[config.mk]
export PLATFORM = sky130hd
export DESIGN_NAME = desc_track_update
export DESIGN_NICKNAME = d
export VERILOG_FILES = /design/src/rtl/desc_upd_pkg.sv /design/src/rtl/desc_upd_rule.sv /design/src/rtl/desc_upd_ctrl.sv /design/src/rtl/desc_track_update.sv
export SDC_FILE = /design/constraint.sdc
export NUM_CORES = 1
export LEC_CHECK = 0
export CAP_MARGIN = 20
export CORE_MARGIN = 4
export CORE_UTILIZATION = 49
export CTS_BUF_LIST = sky130_fd_sc_hd__clkbuf_4
export CTS_CLUSTER_SIZE = 10
export DETAILED_ROUTE_END_ITERATION = 7
export GPL_TIMING_DRIVEN = 0
export PLACE_DENSITY_LB_ADDON = 0.25
export SKIP_CTS_REPAIR_TIMING = 1
export SYNTH_ARGS = -nofsm -noshare
export SYNTH_HDL_FRONTEND = slang
export SYNTH_HIERARCHICAL = 1
export SYNTH_SLANG_ARGS = --single-unit
[constraint.sdc]
create_clock -name clk -period 2.6 [get_ports clk]
set_clock_uncertainty 0.15 [all_clocks]
set_input_delay 0.65 -clock clk [delete_from_list [all_inputs] [get_ports clk]]
set_output_delay 0.65 -clock clk [all_outputs]
set_load 0.005 [all_outputs]
[src/rtl/desc_upd_pkg.sv]
package desc_upd_pkg;
    typedef enum logic [1:0] {
        ST_IDLE  = 2'd0,
        ST_EVAL  = 2'd1,
        ST_WRITE = 2'd2,
        ST_DONE  = 2'd3
    } upd_state_t;

    typedef enum logic [1:0] {
        STS_OK         = 2'b00,
        STS_AF_FAULT   = 2'b01,
        STS_PERM_FAULT = 2'b10
    } upd_status_t;
endpackage

[src/rtl/desc_upd_rule.sv]
module desc_upd_rule
    import desc_upd_pkg::*;
#(
    parameter int DESC_W  = 64,
    parameter int AF_BIT  = 10,
    parameter int RO_BIT  = 7,
    parameter int DBM_BIT = 51
) (
    input  logic [DESC_W-1:0] desc_in,
    input  logic              is_write,
    input  logic              hw_af_en,
    input  logic              hw_dirty_en,
    output upd_status_t       status,
    output logic [DESC_W-1:0] desc_out,
    output logic              need_write
);
    logic untouched;
    logic read_only;
    logic dirty_ok;
    logic af_fault;
    logic perm_fault;

    always_comb begin
        untouched  = ~desc_in[AF_BIT];
        read_only  = desc_in[RO_BIT];
        dirty_ok   = desc_in[DBM_BIT] & hw_dirty_en;
        af_fault   = untouched & ~hw_af_en;
        perm_fault = is_write & read_only & ~dirty_ok;

        desc_out = desc_in;
        if (af_fault) begin
            status = STS_AF_FAULT;
        end else if (perm_fault) begin
            status = STS_PERM_FAULT;
        end else begin
            status = STS_OK;
            if (untouched) begin
                desc_out[AF_BIT] = 1'b1;
            end
            if (is_write && read_only) begin
                desc_out[RO_BIT] = 1'b0;
            end
        end
        need_write = (desc_out != desc_in);
    end
endmodule

[src/rtl/desc_upd_ctrl.sv]
module desc_upd_ctrl
    import desc_upd_pkg::*;
(
    input  logic       clk,
    input  logic       rst_n,
    input  logic       req_valid,
    input  logic       need_write,
    input  logic       wr_ack,
    output logic       req_ready,
    output logic       capture,
    output logic       eval_load,
    output logic       wr_valid,
    output logic       done
);
    upd_state_t state_q;
    upd_state_t state_d;

    always_ff @(posedge clk or negedge rst_n) begin
        if (!rst_n) begin
            state_q <= ST_IDLE;
        end else begin
            state_q <= state_d;
        end
    end

    always_comb begin
        state_d = state_q;
        unique case (state_q)
            ST_IDLE:  if (req_valid) state_d = ST_EVAL;
            ST_EVAL:  state_d = need_write ? ST_WRITE : ST_DONE;
            ST_WRITE: if (wr_ack) state_d = ST_DONE;
            ST_DONE:  state_d = ST_IDLE;
            default:  state_d = ST_IDLE;
        endcase
    end

    always_comb begin
        req_ready = 1'b0;
        capture   = 1'b0;
        eval_load = 1'b0;
        wr_valid  = 1'b0;
        done      = 1'b0;
        unique case (state_q)
            ST_IDLE: begin
                req_ready = 1'b1;
                capture   = req_valid;
            end
            ST_EVAL:  eval_load = 1'b1;
            ST_WRITE: wr_valid  = 1'b1;
            ST_DONE:  done      = 1'b1;
            default:  ;
        endcase
    end
endmodule

[src/rtl/desc_track_update.sv]
module desc_track_update
    import desc_upd_pkg::*;
#(
    parameter int DESC_W  = 64,
    parameter int AW      = 40,
    parameter int AF_BIT  = 10,
    parameter int RO_BIT  = 7,
    parameter int DBM_BIT = 51
) (
    input  logic              clk,
    input  logic              rst_n,
    input  logic              req_valid,
    output logic              req_ready,
    input  logic [DESC_W-1:0] req_desc,
    input  logic [AW-1:0]     req_addr,
    input  logic              req_is_write,
    input  logic              hw_af_en,
    input  logic              hw_dirty_en,
    output logic              wr_valid,
    output logic [AW-1:0]     wr_addr,
    output logic [DESC_W-1:0] wr_data,
    input  logic              wr_ack,
    output logic              done,
    output logic [1:0]        done_status
);
    logic [DESC_W-1:0] desc_q;
    logic [AW-1:0]     addr_q;
    logic              is_write_q;
    logic              af_en_q;
    logic              dirty_en_q;
    logic [DESC_W-1:0] new_q;
    upd_status_t       status_q;

    upd_status_t       rule_status;
    logic [DESC_W-1:0] rule_desc;
    logic              rule_need;
    logic              capture;
    logic              eval_load;

    desc_upd_ctrl u_ctrl (
        .clk        (clk),
        .rst_n      (rst_n),
        .req_valid  (req_valid),
        .need_write (rule_need),
        .wr_ack     (wr_ack),
        .req_ready  (req_ready),
        .capture    (capture),
        .eval_load  (eval_load),
        .wr_valid   (wr_valid),
        .done       (done)
    );

    desc_upd_rule #(
        .DESC_W  (DESC_W),
        .AF_BIT  (AF_BIT),
        .RO_BIT  (RO_BIT),
        .DBM_BIT (DBM_BIT)
    ) u_rule (
        .desc_in     (desc_q),
        .is_write    (is_write_q),
        .hw_af_en    (af_en_q),
        .hw_dirty_en (dirty_en_q),
        .status      (rule_status),
        .desc_out    (rule_desc),
        .need_write  (rule_need)
    );

    always_ff @(posedge clk or negedge rst_n) begin
        if (!rst_n) begin
            desc_q     <= '0;
            addr_q     <= '0;
            is_write_q <= 1'b0;
            af_en_q    <= 1'b0;
            dirty_en_q <= 1'b0;
        end else if (capture) begin
            desc_q     <= req_desc;
            addr_q     <= req_addr;
            is_write_q <= req_is_write;
            af_en_q    <= hw_af_en;
            dirty_en_q <= hw_dirty_en;
        end
    end

    always_ff @(posedge clk or negedge rst_n) begin
        if (!rst_n) begin
            new_q    <= '0;
            status_q <= STS_OK;
        end else if (eval_load) begin
            new_q    <= rule_desc;
            status_q <= rule_status;
        end
    end

    assign wr_addr     = addr_q;
    assign wr_data     = new_q;
    assign done_status = status_q;
endmodule

==> flow_metrics.env <==
export IMPL_status="finished, final reports clean"
export IMPL_slew_headroom_pct=63.6
export IMPL_drc=0
export IMPL_row_count=44
export IMPL_worstPathMaxFanout=2
export IMPL_antenna_found_initial=0
export IMPL_critical_path_endpoint_type="output port"
export IMPL_ant_nets=0
export IMPL_powerDensity_nw_per_um2=1220
export IMPL_cp_top_family="buffers and inverters"
export IMPL_globalplace_congestion=0.734
export IMPL_startpoint_type="register"
export IMPL_cp_required_ps=1800
export IMPL_hold_viol=0
export IMPL_seq_area_frac_synth_pct=60.4
export IMPL_crit_type="register to output port"
export IMPL_ys_ff_latch=175
export IMPL_ir_worst_vdd_mv=0.702
export IMPL_max_stage_delay_ps=540
export IMPL_yosysWarnings=6
export IMPL_via_per_inst=4.80
export IMPL_cp_num_buf_inv=1
export IMPL_multi_input_area_um2=2240
export IMPL_drt_iter0_drc=116
export IMPL_grt_max_degree=105
export IMPL_min_from="wr_data[63]$_DFFE_PN0P_"
export IMPL_drv_cap=0
export IMPL_rsz0062_at_grt="no"
export IMPL_crit_path_start="wr_data[9]$_DFFE_PN0P_"
export IMPL_hold_slack_ps=367
export IMPL_setup_viol=0
export IMPL_hpwl_um=11300
export IMPL_cp_cell_sequence="clkdlybuf4s50_1"
export IMPL_max_freq_mhz=441
export IMPL_initial_core_util_pct=49.9
export IMPL_dr_pass1_iters=5
export IMPL_cellLeakagePower_nw=4.43
export IMPL_drv_slew=0
export IMPL_htree_levels=4
export IMPL_synth_edf_count=0
export IMPL_grt_pass1_vias=4772
export IMPL_register_area_um2=4380
export IMPL_min_period_ps=2270
export IMPL_cts_tree="yes"
export IMPL_gr_total_overflow=0
export IMPL_clk_latency_ps=540
export IMPL_diodes=0
export IMPL_clkTransAtPathRegs_ps=140
export IMPL_fillers=1043
export IMPL_utilization_pct=69.2
export IMPL_fin_crit_sh_pct=87.1
export IMPL_finalSetupTns_ps=0
export IMPL_cts_root_buf="clkbuf_4"
export IMPL_nets=814
export IMPL_worstReg2RegStart="u_ctrl/state_q[0]$_DFFE_PN0P_"
export IMPL_fp_dieW_um=130
export IMPL_area_delta_synth_final_pct=38.8
export IMPL_avgSynthCellArea_um2=15.9
export IMPL_cts_buffers=17
export IMPL_tightest_slew_ps=545
export IMPL_layout_commonest_cell="clkdlybuf4s50_1"
export IMPL_drive_gt1_share_pct=42.0
export IMPL_wl_per_cell_um=17.0
export IMPL_die_y_um=130
export IMPL_die_area_um2=16800
export IMPL_grt_pass1_wl_um=24500
export IMPL_clockBufferDepth=2
export IMPL_arrival_ps=1470
export IMPL_postLayoutCellArea_um2=10100
export IMPL_via_count=4301
export IMPL_total_power_mw=12.2
export IMPL_synth_nets=570
export IMPL_drt_total_wl_um=15300
export IMPL_syn_area_um2=7250
export IMPL_coreArea_um2=14500
export IMPL_synth_ff_type="dfrtp_1"
export IMPL_cts_sinks=175
export IMPL_synth_cell_type_count=20
export IMPL_slowest_stage="clkdlybuf4s50_1"
export IMPL_grt_total_usage_pct=18.8
export IMPL_io_pins=220
export IMPL_mostFrequentLayoutCells="215 x clkdlybuf4s50_1, 173 x dfrtp_1, 143 x mux2_2, 68 x buf_4, 31 x mux2_4"
export IMPL_hp_class="register to register"
export IMPL_portBuffers=219
export IMPL_syn_inst=455
export IMPL_placed_area_um2=9700
export IMPL_ys_async_sr_fraction_pct=100
worst paths after layout:
path | to | slack (ps) | cells past startpoint
setup reg to reg | desc_q[41]$_DFFE_PN0P_ | 670 | 7
hold reg to reg | wr_data[63]$_DFFE_PN0P_ | 370 | 1
max in group asynchronous | u_ctrl/state_q[1]$_DFFE_PN0P_ | 900 | 3
min in group asynchronous | desc_q[57]$_DFFE_PN0P_ | 490 | 2
setup / recovery | wr_data[9] | 330 | 1
hold / removal | wr_data[63]$_DFFE_PN0P_ | 370 | 1
cell usage after synthesis, types with 2 or more instances:
| cell | number | area (um^2) |
|---|---|---|
| and2_1 | 2 | 12.5 |
| buf_2 | 9 | 45.0 |
| buf_4 | 64 | 480 |
| buf_6 | 9 | 101 |
| dfrtp_1 | 175 | 4380 |
| ha_1 | 4 | 50.1 |
| inv_1 | 3 | 11.3 |
| mux2_2 | 143 | 1610 |
| mux2_4 | 31 | 465 |
| nand2_1 | 2 | 7.51 |
| nor2_1 | 3 | 11.3 |
| o31ai_1 | 2 | 15.0 |
sequential cells by signal, indices dropped and copies added, names as in the netlist:
| name | cells |
|---|---|
| af_en_q | 1 |
| desc_q | 64 |
| dirty_en_q | 1 |
| done_status | 2 |
| is_write_q | 1 |
| u_ctrl/state_q | 2 |
| wr_addr | 40 |
| wr_data | 64 |
stage by stage:
step | setup WS, ps | std cells
after global routing | 212 | 896
after global placement | -6100 | 858
after floorplan | 771 | 455
after CTS | -165 | 891
after detailed placement | 194 | 859
final | 334 | 896
layout make-up:
cell class / count / share of cell area (%)
well taps: 184 / 2.29
multi-input cells: 195 / 22.3
inverters: 3 / 0.112
plain buffers: 82 / 6.23
flip-flops and latches: 175 / 43.5
clock inverters: 15 / 1.67
clock buffers: 17 / 1.27
repair buffers: 225 / 22.6
report_power, final:
group	internal, mW	switching (mW)	leakage (nW)	total, mW
Combinational	4.07	1.71	2.21	5.78
Sequential	4.13	0.752	2.07	4.88
Clock	0.660	0.921	0.147	1.58
Total	8.86	3.38	4.43	12.2
cell families (layout without fill, tap and decap cells):
logic type                 Yosys count  count (layout)  share of synthesized area [%]
DFF                                175             175                           60.4
muxes                              174             174                           28.6
buffers and inverters               85             342                           8.80
and+or+nand+nor                     11              11                          0.863
AOI/OAI and AO/OA                    6               6                          0.604
adders and majority gates            4               4                          0.690
layer usage:
metal | global-route usage, % | part of all wire [%] | up-vias
li1 | - | - | 1992
met2 | 31.4 | 50 | 143
met4 | 5.01 | 1.2 | 0
met5 | 0 | 0 | -
met1 | 21.6 | 38 | 2149
met3 | 9.44 | 10 | 17
(Power assumes the default switching activity.)
